**config.mk**
```make
export PLATFORM = sky130hd
export DESIGN_NAME = cfg_smbus_slave
export DESIGN_NICKNAME = d
export VERILOG_FILES = /design/src/rtl/smbcfg_pkg.sv /design/src/rtl/smbcfg_sync_filt.sv /design/src/rtl/smbcfg_regs.sv /design/src/rtl/smbcfg_bus_fsm.sv /design/src/rtl/cfg_smbus_slave.sv
export SDC_FILE = /design/constraint.sdc
export NUM_CORES = 1
export LEC_CHECK = 0
export BUFFER_PORTS_ARGS = -buffer_cell sky130_fd_sc_hd__clkbuf_2
export CORE_ASPECT_RATIO = 1.4
export CORE_MARGIN = 5
export CORE_UTILIZATION = 45
export DETAILED_ROUTE_END_ITERATION = 16
export PLACE_DENSITY_LB_ADDON = 0.15
export SLEW_MARGIN = 25
export SYNTH_ARGS = -nofsm -noshare
export SYNTH_HDL_FRONTEND = slang
export SYNTH_SLANG_ARGS = --single-unit
export TNS_END_PERCENT = 10
```
**constraint.sdc**
```tcl
create_clock -name clk -period 2.45 [get_ports clk]
set_clock_uncertainty 0.15 [all_clocks]
set_input_delay 0.245 -clock clk [delete_from_list [all_inputs] [get_ports clk]]
set_output_delay 0.245 -clock clk [all_outputs]
set_load 0.01 [all_outputs]
```
**src/rtl/smbcfg_pkg.sv**
```systemverilog
package smbcfg_pkg;
  typedef enum logic [2:0] {
    ST_IDLE,
    ST_ADDR,
    ST_WRX,
    ST_ACK,
    ST_TX,
    ST_RACK,
    ST_WAIT
  } bus_st_t;
endpackage

```
**src/rtl/smbcfg_sync_filt.sv**
```systemverilog
module smbcfg_sync_filt #(
  parameter int FILT_LEN = 3
) (
  input  logic clk,
  input  logic rst_n,
  input  logic raw,
  output logic clean
);
  localparam int CW = $clog2(FILT_LEN + 1);

  logic [1:0]    sync_q;
  logic [CW-1:0] run_q;

  // two-flop synchronizer, then require FILT_LEN agreeing samples
  always_ff @(posedge clk) begin
    if (!rst_n) begin
      sync_q <= 2'b11;
      clean  <= 1'b1;
      run_q  <= '0;
    end else begin
      sync_q <= {sync_q[0], raw};
      if (sync_q[1] == clean) begin
        run_q <= '0;
      end else if (run_q == CW'(FILT_LEN - 1)) begin
        clean <= sync_q[1];
        run_q <= '0;
      end else begin
        run_q <= run_q + 1'b1;
      end
    end
  end

  // the filtered level only moves toward what the synchronizer saw
  a_r10_filter_follows: assert property (@(posedge clk) disable iff (!rst_n)
    !$stable(clean) |-> (clean == $past(sync_q[1])));
endmodule

```
**src/rtl/smbcfg_regs.sv**
```systemverilog
module smbcfg_regs #(
  parameter int NUM_EN    = 13,
  parameter int NUM_BYTES = 7,
  parameter int IW        = 4
) (
  input  logic              clk,
  input  logic              rst_n,
  input  logic              wr_en,
  input  logic [IW-1:0]     wr_idx,
  input  logic [7:0]        wr_data,
  input  logic [IW-1:0]     rd_idx,
  output logic [7:0]        rd_data,
  output logic [NUM_EN-1:0] en_o
);
  logic [NUM_EN-1:0] en_q;
  logic [7:0]        img_b [NUM_BYTES];

  always_ff @(posedge clk) begin
    if (!rst_n) begin
      en_q <= '1;
    end else if (wr_en) begin
      for (int i = 0; i < NUM_EN; i++) begin
        if (wr_idx == IW'(i / 8)) en_q[i] <= wr_data[i[2:0]];
      end
    end
  end

  // bits without an output read as 1
  for (genvar k = 0; k < NUM_BYTES; k++) begin : g_byte
    for (genvar b = 0; b < 8; b++) begin : g_bit
      localparam int IDX = k * 8 + b;
      if (IDX < NUM_EN) begin : g_live
        assign img_b[k][b] = en_q[IDX];
      end else begin : g_rsvd
        assign img_b[k][b] = 1'b1;
      end
    end
  end

  always_comb begin
    rd_data = 8'hFF;
    for (int k = 0; k < NUM_BYTES; k++) begin
      if (rd_idx == IW'(k)) rd_data = img_b[k];
    end
  end

  assign en_o = en_q;

  // reset loads every enable as 1
  a_r6_reset_all_on: assert property (@(posedge clk)
    !rst_n |=> (en_q == '1));
  // the enables move only on a whole-byte commit
  a_r12_commit_only: assert property (@(posedge clk) disable iff (!rst_n)
    !wr_en |=> $stable(en_q));
endmodule

```
**src/rtl/smbcfg_bus_fsm.sv**
```systemverilog
module smbcfg_bus_fsm
  import smbcfg_pkg::*;
#(
  parameter logic [6:0] ADDR7     = 7'h69,
  parameter int         NUM_BYTES = 7,
  parameter int         IW        = 4
) (
  input  logic          clk,
  input  logic          rst_n,
  input  logic          scl_f,
  input  logic          sda_f,
  input  logic [7:0]    rd_data,
  output logic          sda_oe,
  output logic          wr_en,
  output logic [IW-1:0] wr_idx,
  output logic [7:0]    wr_data,
  output logic [IW-1:0] rd_idx
);
  bus_st_t       st;
  logic          scl_q, sda_q;
  logic [2:0]    bit_cnt;
  logic [7:0]    sh, tx_sh;
  logic          full, rw, ack_ok;
  logic [IW-1:0] cnt;

  wire scl_rise = scl_f & ~scl_q;
  wire scl_fall = ~scl_f & scl_q;
  wire start_ev = scl_f & scl_q & sda_q & ~sda_f;
  wire stop_ev  = scl_f & scl_q & ~sda_q & sda_f;

  function automatic logic [IW-1:0] sat_inc(input logic [IW-1:0] v);
    return (v == {IW{1'b1}}) ? v : v + 1'b1;
  endfunction

  // cnt == 0 means the count byte goes out next
  wire [7:0] tx_next = (cnt == '0) ? 8'(NUM_BYTES) : rd_data;
  wire       in_bank = (cnt >= IW'(2)) && ((cnt - IW'(2)) < IW'(NUM_BYTES));

  assign rd_idx = cnt - 1'b1;
  assign sda_oe = (st == ST_ACK) | ((st == ST_TX) & ~tx_sh[7]);

  always_ff @(posedge clk) begin
    if (!rst_n) begin
      st      <= ST_IDLE;
      scl_q   <= 1'b1;
      sda_q   <= 1'b1;
      bit_cnt <= '0;
      sh      <= '0;
      tx_sh   <= 8'hFF;
      full    <= 1'b0;
      rw      <= 1'b0;
      ack_ok  <= 1'b0;
      cnt     <= '0;
      wr_en   <= 1'b0;
      wr_idx  <= '0;
      wr_data <= '0;
    end else begin
      scl_q <= scl_f;
      sda_q <= sda_f;
      wr_en <= 1'b0;
      if (stop_ev) begin
        st <= ST_IDLE;
      end else if (start_ev) begin
        st      <= ST_ADDR;
        bit_cnt <= '0;
        full    <= 1'b0;
        cnt     <= '0;
      end else begin
        unique case (st)
          ST_ADDR, ST_WRX: begin
            if (scl_rise) begin
              sh      <= {sh[6:0], sda_f};
              bit_cnt <= bit_cnt + 1'b1;
              if (bit_cnt == 3'd7) full <= 1'b1;
            end else if (scl_fall && full) begin
              full <= 1'b0;
              if (st == ST_ADDR) begin
                if (sh[7:1] == ADDR7) begin
                  rw <= sh[0];
                  st <= ST_ACK;
                end else begin
                  st <= ST_WAIT;
                end
              end else begin
                st <= ST_ACK;
                if (in_bank) begin
                  wr_en   <= 1'b1;
                  wr_idx  <= cnt - IW'(2);
                  wr_data <= sh;
                end
                cnt <= sat_inc(cnt);
              end
            end
          end
          ST_ACK: begin
            if (scl_fall) begin
              bit_cnt <= '0;
              if (rw) begin
                st    <= ST_TX;
                tx_sh <= tx_next;
                cnt   <= sat_inc(cnt);
              end else begin
                st <= ST_WRX;
              end
            end
          end
          ST_TX: begin
            if (scl_fall) begin
              tx_sh   <= {tx_sh[6:0], 1'b1};
              bit_cnt <= bit_cnt + 1'b1;
              if (bit_cnt == 3'd7) st <= ST_RACK;
            end
          end
          ST_RACK: begin
            if (scl_rise) begin
              ack_ok <= ~sda_f;
            end else if (scl_fall) begin
              if (ack_ok) begin
                st      <= ST_TX;
                tx_sh   <= tx_next;
                cnt     <= sat_inc(cnt);
                bit_cnt <= '0;
              end else begin
                st <= ST_WAIT;
              end
            end
          end
          default: ;
        endcase
      end
    end
  end

  // drive only moves while the clock line is low
  a_r13_sda_quiet_scl_high: assert property (@(posedge clk) disable iff (!rst_n)
    (scl_q && $past(scl_q)) |-> $stable(sda_oe));
  // a foreign address is never acknowledged
  a_r1_no_ack_foreign: assert property (@(posedge clk) disable iff (!rst_n)
    (st == ST_ADDR && scl_fall && full && sh[7:1] != ADDR7) |=> !sda_oe);
  // header bytes never reach the bank
  a_r2_header_dropped: assert property (@(posedge clk) disable iff (!rst_n)
    (st == ST_WRX && scl_fall && full && cnt < IW'(2)) |=> !wr_en);
  // missing host ack leaves the line released
  a_r11_nack_release: assert property (@(posedge clk) disable iff (!rst_n)
    (st == ST_RACK && scl_fall && !ack_ok) |=> (st == ST_WAIT && !sda_oe));
endmodule

```
**src/rtl/cfg_smbus_slave.sv**
```systemverilog
module cfg_smbus_slave #(
  parameter logic [6:0] ADDR7     = 7'h69,
  parameter int         NUM_EN    = 13,
  parameter int         NUM_BYTES = 7,
  parameter int         FILT_LEN  = 3
) (
  input  logic              clk,
  input  logic              rst_n,
  input  logic              scl_i,
  input  logic              sda_i,
  output logic              sda_drive_low_o,
  output logic [NUM_EN-1:0] clk_en_o
);
  localparam int IW = $clog2(NUM_BYTES + 3);

  logic          scl_f, sda_f;
  logic          wr_en;
  logic [IW-1:0] wr_idx, rd_idx;
  logic [7:0]    wr_data, rd_data;

  smbcfg_sync_filt #(.FILT_LEN(FILT_LEN)) u_scl_filt (
    .clk(clk), .rst_n(rst_n), .raw(scl_i), .clean(scl_f));

  smbcfg_sync_filt #(.FILT_LEN(FILT_LEN)) u_sda_filt (
    .clk(clk), .rst_n(rst_n), .raw(sda_i), .clean(sda_f));

  smbcfg_bus_fsm #(.ADDR7(ADDR7), .NUM_BYTES(NUM_BYTES), .IW(IW)) u_fsm (
    .clk(clk), .rst_n(rst_n), .scl_f(scl_f), .sda_f(sda_f),
    .rd_data(rd_data), .sda_oe(sda_drive_low_o), .wr_en(wr_en),
    .wr_idx(wr_idx), .wr_data(wr_data), .rd_idx(rd_idx));

  smbcfg_regs #(.NUM_EN(NUM_EN), .NUM_BYTES(NUM_BYTES), .IW(IW)) u_regs (
    .clk(clk), .rst_n(rst_n), .wr_en(wr_en), .wr_idx(wr_idx),
    .wr_data(wr_data), .rd_idx(rd_idx), .rd_data(rd_data), .en_o(clk_en_o));
endmodule

```
# After elaboration in Yosys (flattened, before gate mapping)
# Cells that the tools add are included.
# totals
output_inout_bits,14
in_bits,4
regBits,67
# classes
n_eq_ne,40
addsub,6
n_mux,53
bitwise,23
reduce_logical,31
n_lt_le_gt_ge,2
# ops
op,count
8-bit two-way mux,14
3-bit two-way mux,17
4-bit two-way mux,10
3-bit case mux with 4 select lines,2
8-bit case mux with 3 select lines,1
8-bit AND reduction,3
"3-bit by 1-bit != test with 1-bit output, second input constant",7
1-bit inverter,14
7-bit AND reduction,2
"4-bit by 3-bit == test with 1-bit output, second input constant",3
4-bit logical NOT,3
"2-bit by 1-bit != test with 1-bit output, second input constant",6
4-bit case mux with 3 select lines,1
4-bit AND reduction,3
10-bit AND reduction,1
"3-bit == test, second input constant",3
"3-bit != test, second input constant",3
9-bit AND reduction,1
3-bit OR reduction,3
1-bit AND,8
"4-bit by 1-bit == test with 1-bit output, second input constant",2
"4-bit by 2-bit == test with 1-bit output, second input constant",2
2-bit AND reduction,4
4-bit nonzero test,2
24 further kinds,40

# Depth between registers and ports, before layout
# Gate-level depths: netlist of run 1.
# depth
ltp_word,14
mapped_depth,8
ltp_nobuf,7

# By module
# Synthesis of run 1 repeated with hierarchy kept, for this count alone.
# unflattened
hier_cells,363
hier_area_um2,3311.9
# modules_own_cells
mod,area_each_um2,cells_each,instances
smbcfg_bus_fsm,2346.0,265,1
smbcfg_regs,628.1,70,1
smbcfg_sync_filt,168.9,14,2

# Least setup slack after synthesis of run 1
# No wires, ideal clock.
# synth_timing
kind,register -> register
startpoint,register u_fsm.cnt[1]
endpoint,register u_fsm.wr_idx[3]
t_required_ns,2.184
stages_incl_launch_ff,8
period_less_slack_ns,2.106
t_arrival_ns,1.840
slack_ns,0.344
path_cell_list,dfxtp_1 > inv_1 > ha_1 > nor2_1 > a21oi_4 > or4_4 > buf_6 > and3_1
# synth_between
elab_chain_cells,4
word_cells_on_any_way,5
cone_classes,add/sub: 1; order compare: 2; reduce/logical: 2
# synth_rtl
element,line_no,text
from (decl),smbcfg_bus_fsm.sv:24,logic [IW-1:0] cnt;
from (signal assigned),smbcfg_bus_fsm.sv:91,cnt <= sat_inc(cnt);
from (signal assigned),smbcfg_bus_fsm.sv:101,cnt <= sat_inc(cnt);
from (signal assigned),smbcfg_bus_fsm.sv:121,cnt <= sat_inc(cnt);
4-bit by 2-bit subtractor with 4-bit output,"smbcfg_bus_fsm.sv:37, smbcfg_bus_fsm.sv:88",
4-bit by 3-bit < comparator with 1-bit output,smbcfg_bus_fsm.sv:37,wire in_bank = (cnt >= IW'(2)) && ((cnt - IW'(2)) < IW'(NUM_BYTES));
1-bit logical AND,smbcfg_bus_fsm.sv:37,
7-bit AND reduction (no line),--,
to (signal assigned),smbcfg_bus_fsm.sv:88,wr_idx <= cnt - IW'(2);
to (decl),smbcfg_bus_fsm.sv:15,"output logic [IW-1:0] wr_idx,"
# Parallel ways exist; a longest one is shown, timed or not.
# A chain may end at the register's enable or synchronous reset.

# Worst setup path after layout of run 1
# layout_timing
startpoint,register u_fsm.st[2]
endpoint,output port sda_drive_low_o
# layout_between
elab_chain_cells,3
word_cells_on_any_way,4
cone_classes,eq/ne: 2; bitwise: 2
# layout_rtl
element,line_no,text
from (decl),smbcfg_bus_fsm.sv:19,bus_st_t st;
from (signal assigned),smbcfg_bus_fsm.sv:44,st <= ST_IDLE;
from (signal assigned),smbcfg_bus_fsm.sv:62,st <= ST_IDLE;
from (signal assigned),smbcfg_bus_fsm.sv:64,st <= ST_ADDR;
3-bit == test,smbcfg_bus_fsm.sv:40,assign sda_oe = (st == ST_ACK) | ((st == ST_TX) & ~tx_sh[7]);
1-bit AND,smbcfg_bus_fsm.sv:40,
1-bit OR (*),smbcfg_bus_fsm.sv:40,
to (decl),cfg_smbus_slave.sv:11,"output logic sda_drive_low_o,"
# Every way passes the cells marked *; elsewhere a longest branch is shown, timed or not.

==> key figures, run 1 <==
Run status
  – Run status: finished, final reports clean

Placed design
  – Dpl ws: approximately 260 ps
  – Placer's final routability congestion estimate: 0.825
  – Count of port buffers added during placement: 17
  – Detailed Place HPWL: 4750 microns

Die
  – Die span in x: roughly 81 microns
  – Die area: 8910 sq um
  – Number of top-level design ports: 18
  – Effective utilization at floorplan: between 40% and 50%
  – Number of rows created at floorplan: 36
  – Die H: 110 microns
  – Core Box Area: 6940 sq um

Clocking
  – Clock-pin transition on the worst setup and hold timing paths: roughly 70 ps
  – Clk root buf: sky130_fd_sc_hd__clkbuf_8
  – Resize count post-CTS: 0
  – Latest clock arrival within the worst-skew pair: about 350 ps
  – Number of H-tree branching levels: 3
  – TritonCTS clock tree: done
  – Longest Clk Path Bufs: 2
  – Clock sink count: 67
  – TritonCTS Buffers: 9

STA
  – Tightest Pin Transition: 739 ps
  – Final number of setup-violating endpoints: 0
  – Worst slew margin relative to its limit: 50.4%
  – Final clock period utilization by the worst path: roughly 93%
  – Final-layout worst hold slack: 106 ps
  – Post-route setup TNS: 0 ps
  – Fin. max-slew vios: 0
  – Final Hold Vio Count: 0
  – Period minus WS final: between 2000 and 2500 ps
  – Final setup margin: roughly 170 ps
  – RSZ-0062 raised after global routing: false
  – Achievable frequency: between 400 and 500 MHz

Power and ir drop
  – Power share of the combinational group: 1.9%
  – Portion of total power attributed to sequential cells: 50.5%
  – Maximum vdd drop: 0.000483 V
  – Total leakage power: 1.40 nW
  – Net Sw Power: 0.000462 W
  – Power per Cell Area: ~600 nW/um^2
  – Proportion of total power due to net switching: about a fifth
  – Clock Power Share: 47.6%
  – Internal cell power: 0.00171 W

Synth
  – Distinct cell type count of the synthesized netlist: 56
  – Gate Count Post-Synth: 370
  – Sequential fraction of the synthesis area: 42.0%
  – Average cell area after synthesis: 8.64 sq um
  – Async set or reset register ratio after synthesis: 0%
  – Number of synthesis warnings: 0
  – Number of synthesized flops with an enable pin: 0
  – Post-synth design cell area: 3200 sq um
  – Net count after synthesis: 388
  – Main synth FF type: sky130_fd_sc_hd__dfxtp_1
  – Register bit total from synthesis: 67

Setup path
  – Worst reg2reg startpoint: u_fsm.scl_q
  – Start-to-end type of the worst setup path: reg -> out
  – Slowest CP cell: sky130_fd_sc_hd__dfxtp_1
  – Data arrival at the endpoint of the critical path: 1890 ps
  – CP Cell Sequence: nor2b_1 > nand2_1 > o21ai_0 > clkbuf_2
  – Path depth of the worst reg2reg path: 5
  – Reg2reg end: u_fsm.wr_idx[2]
  – Critical Path End Type: output port
  – Worst stage delay on the critical path: 570 ps
  – Worst reg-to-reg setup slack: 240 ps
  – Largest fanout on the critical path: 12
  – Element type at the critical path start: flip-flop
  – Required time at the endpoint of the critical path: between 2000 and 2500 ps

Global routing
  – Total routing usage reported by global routing: 16.6%
  – Global-route wire length before repair: 11200 microns
  – Via count of the first global-routing pass: ~2400
  – Antenna violations before repair: 0
  – Congestion Overflow GR: 0
  – Pin count of the biggest net entering global routing: 51

Worst hold path
  – WHS Endpoint: u_fsm.tx_sh[2]
  – Hold Startpoint: rst_n
  – Hold-critical path depth: 2
  – Min-delay worst type: in -> reg

Route
  – Total length of routed wires: 6480 microns
  – Number of DRC violations after detailed routing: 0
  – Post-detailed-route via-to-cell ratio: 5.02
  – Post-detailed-route count of antenna-violating nets: 0
  – Detailed Routing Iterations Pass 1: 4
  – Per-cell routed wire length: between 10 and 15 microns
  – Initial DRC Count: 136
  – Total number of vias: 2453

Job
  – Max-capacitance violation count: 0

Final layout
  – Leading cell types in the layout, fill and taps excluded: 67 x sky130_fd_sc_hd__dfxtp_1, 64 x sky130_fd_sc_hd__nand2_1, 30 x sky130_fd_sc_hd__nand3_1
  – Number of nets in the layout: around 400
  – Share of final-layout standard cells stronger than drive strength 1: about an eighth
  – Number of diodes: 0
  – Area added between synthesis and finish: 12.8%
  – Leading cell type in the layout, fill and taps excluded: sky130_fd_sc_hd__dfxtp_1
kinds of logic (layout without fill, tap and decap cells):
group	count (synthesis)	count (layout)	synth area share [%]
and+or+nand+nor	183	183	29.5
DFF	67	67	42.0
AOI/OAI and AO/OA	55	55	12.1
buffers and inverters	28	52	4.03
adders and majority gates	15	15	5.79
muxes	14	14	4.39
xor gates and xnor gates	8	8	2.19
sequential cells by signal, indices dropped and copies added (netlist names), 2 cells and up:
register / flops
u_fsm.bit_cnt: 3
u_scl_filt.sync_q: 2
u_fsm.wr_data: 8
u_sda_filt.sync_q: 2
u_fsm.wr_idx: 4
u_regs.en_o: 13
u_sda_filt.run_q: 2
u_fsm.st: 3
u_fsm.tx_sh: 8
u_fsm.sh: 8
u_scl_filt.run_q: 2
u_fsm.cnt: 4
final cells by class:
class	count	area, sq um
timing repair buffer	25	150
clock inverter	6	88.8
multi-input combinational	275	1730
sequential	67	1340
inverter	11	41.3
tap	95	119
clock buffer	10	138
fill	693	3330
power groups by stage:
stage	combinational, W	sequential (W)	clock, W
after floorplan	0.0000292	0.00112	0
after global placement	0.0000388	0.00112	0
after detailed placement	0.0000390	0.00112	0
after CTS	0.0000418	0.00110	0.00107
after global routing	0.0000463	0.00110	0.00111
final	0.0000412	0.00110	0.00103
metrics by stage:
step | area, sq um | util, % | total power [W] | instances
floorplan | 3200 | - | 0.00115 | 370
global placement | 3360 | 48.4 | 0.00116 | 471
detailed placement | 3360 | 48.4 | 0.00116 | 471
CTS | 3600 | 51.9 | 0.00221 | 489
global route | 3600 | 51.9 | 0.00225 | 489
finish | 3600 | 51.9 | 0.00217 | 489
worst max-delay path, delay by kind of cell, from the launching register on:
family	cells	cell delay [ps]
AOI/OAI and AO/OA	1	200
buffers and inverters	1	160
DFF	1	570
and+or+nand+nor	2	610
worst max path at each step:
stage / startpoint / to / slack (ps) / depth (start not counted)
floorplan: u_fsm.cnt[1] / u_fsm.wr_idx[3] / 340 / 7
global placement: u_fsm.scl_q / u_fsm.wr_idx[2] / 290 / 5
detailed placement: u_fsm.scl_q / u_fsm.wr_idx[2] / 260 / 5
CTS: u_fsm.st[2] / sda_drive_low_o / 160 / 4
global route: u_fsm.st[2] / sda_drive_low_o / 40 / 4
finish: u_fsm.st[2] / sda_drive_low_o / 170 / 4
metal layers:
metal	up-vias	track usage (%)	wire [microns]
li1	1305	-	-
met1	1105	19.5	2920
met2	33	28.4	3220
met3	10	5.25	244
met4	0	5.07	92
met5	-	0	0
Yosys cell counts (all sizes together), types with 2 or more instances:
master / number / share of area [%]
xor2: 5 / 1.4
xnor2: 3 / 0.82
a21oi: 13 / 2.4
a2bb2oi: 2 / 0.55
nand3b: 3 / 0.70
nor2: 27 / 3.2
nand2: 65 / 7.7
mux2i: 14 / 4.4
or2: 2 / 0.39
o21ai: 10 / 1.6
nor4: 3 / 1.1
o311ai: 2 / 0.55
and2: 5 / 1.0
a21boi: 11 / 2.6
nor3: 5 / 1.1
nand3: 30 / 4.7
clkbuf: 13 / 1.5
buf: 4 / 1.2
nor2b: 18 / 3.5
dfxtp: 67 / 42
a311oi: 2 / 0.55
ha: 14 / 5.5
o221ai: 3 / 0.82
o211ai: 2 / 0.47
and2b: 3 / 0.78
nand4b: 2 / 0.55
inv: 11 / 1.3
nand2b: 10 / 2.0
o2111ai: 3 / 0.82
or3: 3 / 0.74
repair_timing:
item | in CTS | in global routing
hold endpoints to repair | 2 | 0
setup endpoints to repair | 0 | 0
hold buffers | 2 | 0
setup buffers | 0 | 0
Power figures use the tool's default switching activity.
==> inputs of run 2 (changes only) <==
--- a/config.mk
+++ b/config.mk
@@ -14,5 +14,6 @@
 export SLEW_MARGIN = 25
 export SYNTH_ARGS = -nofsm -noshare
 export SYNTH_HDL_FRONTEND = slang
+export SYNTH_HIERARCHICAL = 1
 export SYNTH_SLANG_ARGS = --single-unit
 export TNS_END_PERCENT = 10
==> key figures, run 2 <==
Run status
  – Run status: finished, final reports clean

Clocking
  – Setup fix buffers added after clock tree synthesis: 0 (unchanged)
  – TritonCTS clock tree: done
  – Latest clock arrival within the worst-skew pair: 340 ps (about the same)
  – TritonCTS Buffers: 9 (unchanged)
  – Resize count post-CTS: 0 (unchanged)
  – Clk root buf: sky130_fd_sc_hd__clkbuf_8
  – Number of H-tree branching levels: 3 (unchanged)
  – Clock-pin transition on the worst setup and hold timing paths: 70 ps (about the same)
  – Clock sink count: 67 (unchanged)
  – Longest Clk Path Bufs: 2 (unchanged)

STA
  – Final clock period utilization by the worst path: 92.6% (-0.53 points)
  – Post-route setup TNS: 0 ps (unchanged)
  – Final-layout worst hold slack: 200 ps (+94.3 ps)
  – Tightest Pin Transition: 518 ps (-221 ps)
  – Fin. max-slew vios: 0 (unchanged)
  – Final number of setup-violating endpoints: 0 (unchanged)
  – Period minus WS final: 2270 ps (-13.1 ps)
  – Final Hold Vio Count: 0 (unchanged)
  – Achievable frequency: 441 MHz (+0.58%)
  – Worst slew margin relative to its limit: 65.4% (+15 points)
  – RSZ-0062 raised after global routing: false

Power and ir drop
  – Power per Cell Area: 648 nW/um^2 (+7.4%)
  – Maximum vdd drop: 0.000426 V (-12%)
  – Final Power: 0.00248 W (+14%)
  – Total leakage power: 1.53 nW (+9.7%)

Synth
  – Leading post-synthesis cells by instance count: 67 x sky130_fd_sc_hd__dfxtp_1, 29 x sky130_fd_sc_hd__nand2_1, 28 x sky130_fd_sc_hd__nor2_1
  – Gate Count Post-Synth: 363 (-1.9%)
  – Distinct cell type count of the synthesized netlist: 63 (+13%)
  – Sequential fraction of the synthesis area: 40.5% (-1.5 points)
  – Main synth FF type: sky130_fd_sc_hd__dfxtp_1
  – Synth top area share: 40.5% (-1.5 points)
  – Number of synthesis warnings: 6 (+6)
  – Average cell area after synthesis: 9.12 sq um (+5.6%)
  – Post-synth design cell area: 3310 sq um (+3.6%)
  – Net count after synthesis: 378 (-2.6%)
  – Area leader, netlist: sky130_fd_sc_hd__dfxtp_1
  – Number of synthesized flops with an enable pin: 0 (unchanged)
  – Most instantiated library cell after synthesis: sky130_fd_sc_hd__dfxtp_1
  – Register bit total from synthesis: 67 (unchanged)
  – Cells taking the most area after synthesis: sky130_fd_sc_hd__dfxtp_1 40%, sky130_fd_sc_hd__mux2i_1 8.2%, sky130_fd_sc_hd__ha_1 4.2%
  – Async set or reset register ratio after synthesis: 0% (unchanged)

Setup path
  – Slowest CP cell: sky130_fd_sc_hd__dfxtp_1
  – Critical Path End Type: flip-flop
  – Start-to-end type of the worst setup path: reg -> reg
  – Largest fanout on the critical path: 7 (-5)
  – Path depth of the worst reg2reg path: 9 (+4)
  – Data arrival at the endpoint of the critical path: 2320 ps (+430 ps)
  – Element type at the critical path start: flip-flop
  – Required time at the endpoint of the critical path: 2500 ps (+440 ps)
  – Worst reg-to-reg setup slack: 180 ps (-60 ps)
  – Worst stage delay on the critical path: 470 ps (-100 ps)
  – Worst setup path start: u_fsm/cnt[2]
  – CP Cell Sequence: inv_1 > ha_1 > nand2_1 > nand2_1 > xnor2_1 > or3_1 > or3_1 > a22oi_1 > o211ai_1
  – Worst reg2reg startpoint: u_fsm/cnt[2]
  – Reg2reg end: u_fsm/tx_sh[7]

Final layout
  – Max FFs per register: 13 (unchanged)
  – Area added between synthesis and finish: 15.4%
  – Number of diodes: 0 (unchanged)
  – Leading cell type in the layout, fill and taps excluded: sky130_fd_sc_hd__dfxtp_1
  – Area of combinational cells with multiple inputs: 1780 sq um (+3.2%)
  – Non-Filler Instances: 487 (-0.41%)
  – Leading cell types in the layout, fill and taps excluded: 67 x sky130_fd_sc_hd__dfxtp_1, 29 x sky130_fd_sc_hd__nand2_1, 28 x sky130_fd_sc_hd__nor2_1
  – Sequential cell area: 1340 sq um (unchanged)
  – Number of nets in the layout: 400 (-1.7%)
  – Number of fill cells: 719 (+3.8%)
  – Share of final-layout standard cells stronger than drive strength 1: 14.1% (+1.2 points)

Route
  – Total length of routed wires: 7150 microns (+10%)
  – Post-detailed-route count of antenna-violating nets: 0 (unchanged)
  – Number of DRC violations after detailed routing: 0 (unchanged)
  – Total number of vias: 2669 (+8.8%)
  – Post-detailed-route via-to-cell ratio: 5.48 (+9.3%)
  – Per-cell routed wire length: 14.7 microns (+11%)
  – Initial DRC Count: 222 (+63%)
  – Detailed Routing Iterations Pass 1: 5 (+1)

Placed design
  – Placer's final routability congestion estimate: 0.874 (+5.9%)
  – Number of placed instances, taps included: 469 (-0.42%)
  – Count of port buffers added during placement: 17 (unchanged)
  – Detailed Place HPWL: 5080 microns (+6.9%)

Die
  – Number of top-level design ports: 18 (unchanged)
  – Core Box Area: 7270 sq um (+4.8%)
  – Die area: 9200 sq um (+3.2%)
  – Effective utilization at floorplan: 45.6% (-0.50 points)
  – Die H: 112 microns (+1.6%)
  – Number of rows created at floorplan: 37 (+2.8%)
  – Die span in x: 82.5 microns (+1.6%)

Global routing
  – Global-route wire length before repair: 12300 microns (+9.8%)
  – Via count of the first global-routing pass: 2520 (+6.9%)
  – Congestion Overflow GR: 0 (unchanged)
  – Total routing usage reported by global routing: 17.2% (+0.65 points)
  – Antenna violations before repair: 0 (unchanged)
  – Pin count of the biggest net entering global routing: 43 (-16%)

Worst hold path
  – WHS Endpoint: u_fsm/wr_data[2]
  – Hold-critical path depth: 3 (+1)
  – Hold Startpoint: rst_n
  – Min-delay worst type: in -> reg

Job
  – Max-capacitance violation count: 0 (unchanged)
## run 2: kinds of logic after synthesis
| group | after synthesis | share of synthesized area (%) |
|---|---|---|
| AND/OR/NAND/NOR | 123 | 20.3 |
| AO/OA/AOI/OAI | 88 | 19.5 |
| flip-flops | 67 | 40.5 |
| buffers and inverters | 41 | 5.74 |
| multiplexers | 27 | 8.16 |
| adder cells (fa/ha/maj) | 11 | 4.16 |
| XOR/XNOR | 6 | 1.59 |
## run 2: through the flow
step	area (sq um)	worst slack (ps)	util, %
2_1_floorplan	3310	386	-
3_3_place_gp	3500	241	48.2
3_5_place_dp	3500	208	48.2
4_1_cts	3820	196	52.6
5_1_grt	3820	3.96	52.6
6_report	3820	180	52.6
## run 2: where the power goes
group	leakage [nW]	internal (W)	switching, W
Clock	0.147	0.000914	0.000431
Sequential	0.542	0.00109	0.00000177
Combinational	0.844	0.0000128	0.0000249
## run 2: repair_timing
| item | CTS | global route |
|---|---|---|
| hold endpoints to repair | 2 | 0 |
| setup endpoints to repair | 0 | 0 |
| hold buffers | 2 | 0 |
## run 2: worst max path at each step
stage	endpoint	slack (ps)	cells after the start
global placement	u_fsm/tx_sh[7]	240	9
CTS	u_fsm/tx_sh[7]	200	9
global route	u_fsm/tx_sh[7]	4	9
finish	u_fsm/tx_sh[7]	180	9
detailed placement	u_fsm/tx_sh[7]	210	9
floorplan	u_fsm/tx_sh[5]	390	9
## run 2: area by class of cell
cell class	instances	share of cell area, %
inverters	19	1.87
flip-flops and latches	67	35.1
clock buffers	10	3.60
clock inverters	6	4.16
well taps	97	3.18
repair buffers	33	5.50
multi-input cells	255	46.6
## run 2: per-layer routing
layer  share of wire [%]  global-route usage, %
met3                 2.7                   2.67
met1                  47                   22.6
met4                 1.1                   8.29
met2                  50                   27.0
met5                   0                      0
## run 2: worst max-delay path, delay by kind of cell, from the launching register on
kind,cells,cell delay (ps)
compound gates,2,250
xor+xnor,1,130
fa+ha+maj,1,200
buf+inv,1,140
flops,1,470
simple gates,4,790
==> inputs of run 3 (changes only) <==
--- a/config.mk
+++ b/config.mk
@@ -11,6 +11,7 @@
 export CORE_UTILIZATION = 45
 export DETAILED_ROUTE_END_ITERATION = 16
 export PLACE_DENSITY_LB_ADDON = 0.15
+export RECOVER_POWER = 50
 export SLEW_MARGIN = 25
 export SYNTH_ARGS = -nofsm -noshare
 export SYNTH_HDL_FRONTEND = slang
==> key figures, run 3 (synthesis gave the netlist of run 2 again) <==
Die
  – Die H: 112 microns (unchanged)
  – Number of top-level design ports: 18 (unchanged)
  – Effective utilization at floorplan: 45.6% (unchanged)
  – Die span in x: 82.5 microns (unchanged)
  – Die area: 9200 sq um (unchanged)
  – Number of rows created at floorplan: 37 (unchanged)
  – Core Box Area: 7270 sq um (unchanged)

Route
  – Detailed Routing Iterations Pass 1: 5 (unchanged)
  – Total length of routed wires: 7160 microns (about the same)
  – Number of DRC violations after detailed routing: 0 (unchanged)
  – Initial DRC Count: 193 (-13%)
  – Total number of vias: 2648 (-0.79%)
  – Per-cell routed wire length: 14.7 microns (about the same)
  – Post-detailed-route via-to-cell ratio: 5.44 (-0.79%)
  – Post-detailed-route count of antenna-violating nets: 0 (unchanged)

Setup path
  – CP Cell Sequence: inv_1 > ha_1 > nand2_1 > nand2_1 > xnor2_1 > or3_1 > or3_1 > a22oi_1 > o211ai_1
  – Data arrival at the endpoint of the critical path: 2320 ps (about the same)
  – Worst stage delay on the critical path: 470 ps (about the same)
  – Start-to-end type of the worst setup path: reg -> reg
  – Critical Path End Type: flip-flop
  – Required time at the endpoint of the critical path: 2500 ps (about the same)
  – Element type at the critical path start: flip-flop
  – Slowest CP cell: sky130_fd_sc_hd__dfxtp_1
  – Largest fanout on the critical path: 7 (unchanged)

STA
  – Final number of setup-violating endpoints: 0 (unchanged)
  – Final Hold Vio Count: 0 (unchanged)
  – Post-route setup TNS: 0 ps (unchanged)
  – Period minus WS final: 2270 ps (+0.204 ps)
  – Fin. max-slew vios: 0 (unchanged)
  – Final-layout worst hold slack: 238 ps (+38.3 ps)
  – Final clock period utilization by the worst path: 92.6% (about the same)
  – Tightest Pin Transition: 567 ps (+48.8 ps)
  – Worst slew margin relative to its limit: 62.2% (-3.2 points)
  – Achievable frequency: 441 MHz (about the same)
  – RSZ-0062 raised after global routing: false

Global routing
  – Total routing usage reported by global routing: 17.2% (unchanged)
  – Pin count of the biggest net entering global routing: 43 (unchanged)
  – Antenna violations before repair: 0 (unchanged)
  – Global-route wire length before repair: 12300 microns (unchanged)
  – Via count of the first global-routing pass: 2520 (unchanged)
  – Congestion Overflow GR: 0 (unchanged)

Clocking
  – Clock sink count: 67 (unchanged)
  – Longest Clk Path Bufs: 2 (unchanged)
  – Latest clock arrival within the worst-skew pair: 340 ps (about the same)
  – Clk root buf: sky130_fd_sc_hd__clkbuf_8
  – TritonCTS Buffers: 9 (unchanged)
  – Number of H-tree branching levels: 3 (unchanged)
  – Clock-pin transition on the worst setup and hold timing paths: 80 ps (about the same)
  – TritonCTS clock tree: done
  – Resize count post-CTS: 0 (unchanged)

Final layout
  – Number of diodes: 0 (unchanged)
  – Leading cell types in the layout, fill and taps excluded: 67 x sky130_fd_sc_hd__dfxtp_1, 29 x sky130_fd_sc_hd__nand2_1, 28 x sky130_fd_sc_hd__nor2_1
  – Area of combinational cells with multiple inputs: 1770 sq um (-0.35%)
  – Area added between synthesis and finish: 14.7%
  – Number of nets in the layout: 400 (unchanged)
  – Leading cell type in the layout, fill and taps excluded: sky130_fd_sc_hd__dfxtp_1
  – Max FFs per register: 13 (unchanged)
  – Final Core Density: 52.2% (-0.33 points)
  – Share of final-layout standard cells stronger than drive strength 1: 10.0% (-4.1 points)
  – Non-Filler Instances: 487 (unchanged)
  – Number of fill cells: 730 (+1.5%)
  – Sequential cell area: 1340 sq um (unchanged)

Placed design
  – Detailed Place HPWL: 5080 microns (unchanged)
  – Placer's final routability congestion estimate: 0.874 (unchanged)
  – Count of port buffers added during placement: 17 (unchanged)
  – Number of placed instances, taps included: 469 (unchanged)

Worst hold path
  – Min-delay worst type: in -> reg

Power and ir drop
  – Power per Cell Area: 652 nW/um^2 (+0.62%)
  – Total leakage power: 1.49 nW (-2.6%)
  – Maximum vdd drop: 0.000425 V (-0.27%)
  – Final Power: 0.00248 W (about the same)

Run status
  – Run status: finished, final reports clean

Job
  – Max-capacitance violation count: 0 (unchanged)
[run 3: layout make-up]
cell class                      instances  area share, %
Multi-Input combinational cell        255           46.7
Sequential cell                        67           35.3
Inverter                               19           1.88
Clock inverter                          6           4.18
Clock buffer                           10           3.62
Timing Repair Buffer                   33           5.07
Tap cell                               97           3.20
[run 3: final timing paths]
check / startpoint / depth (start not counted) / endpoint / slack, ps
worst min register to register: u_scl_filt/sync_q[0] / 1 / u_scl_filt/sync_q[1] / 260
worst min-delay path: rst_n / 3 / u_fsm/wr_data[2] / 240
worst max-delay path: u_fsm/cnt[2] / 9 / u_fsm/tx_sh[7] / 180
worst max register to register: u_fsm/cnt[2] / 9 / u_fsm/tx_sh[7] / 180
[run 3: per-layer routing]
metal  wire length [microns]  vias to the layer above  GRT usage [%]
met4                     112                        0           8.29
met3                     136                       10           2.67
met5                       0                        -              0
met1                    3380                     1238           22.6
li1                        -                     1359              -
met2                    3530                       41           27.0
[run 3: power breakdown]
part           leakage, nW   total, W  internal (W)  switching [W]
registers            0.542    0.00109       0.00109     0.00000177
logic                0.804  0.0000371     0.0000125      0.0000246
clock network        0.147    0.00135      0.000914       0.000432
[run 3: repair_timing]
item,CTS,global route
endpoints found under the hold margin,2,0
hold buffers,2,0
endpoints found under the setup margin,0,0
setup buffers,0,0
[run 3: per-stage QoR]
stage          setup slack [ps]  cell area, sq um
3_3_place_gp                241              3500
6_report                    180              3800
3_5_place_dp                208              3500
4_1_cts                     196              3820
5_1_grt                    4.80              3800
2_1_floorplan               386              3310
[run 3: worst max-delay path: cells and delay by family, from the launching register on]
kind,cells,cell delay (ps)
compound gates,2,250
xor+xnor,1,130
fa+ha+maj,1,200
buf+inv,1,140
flops,1,470
simple gates,4,790
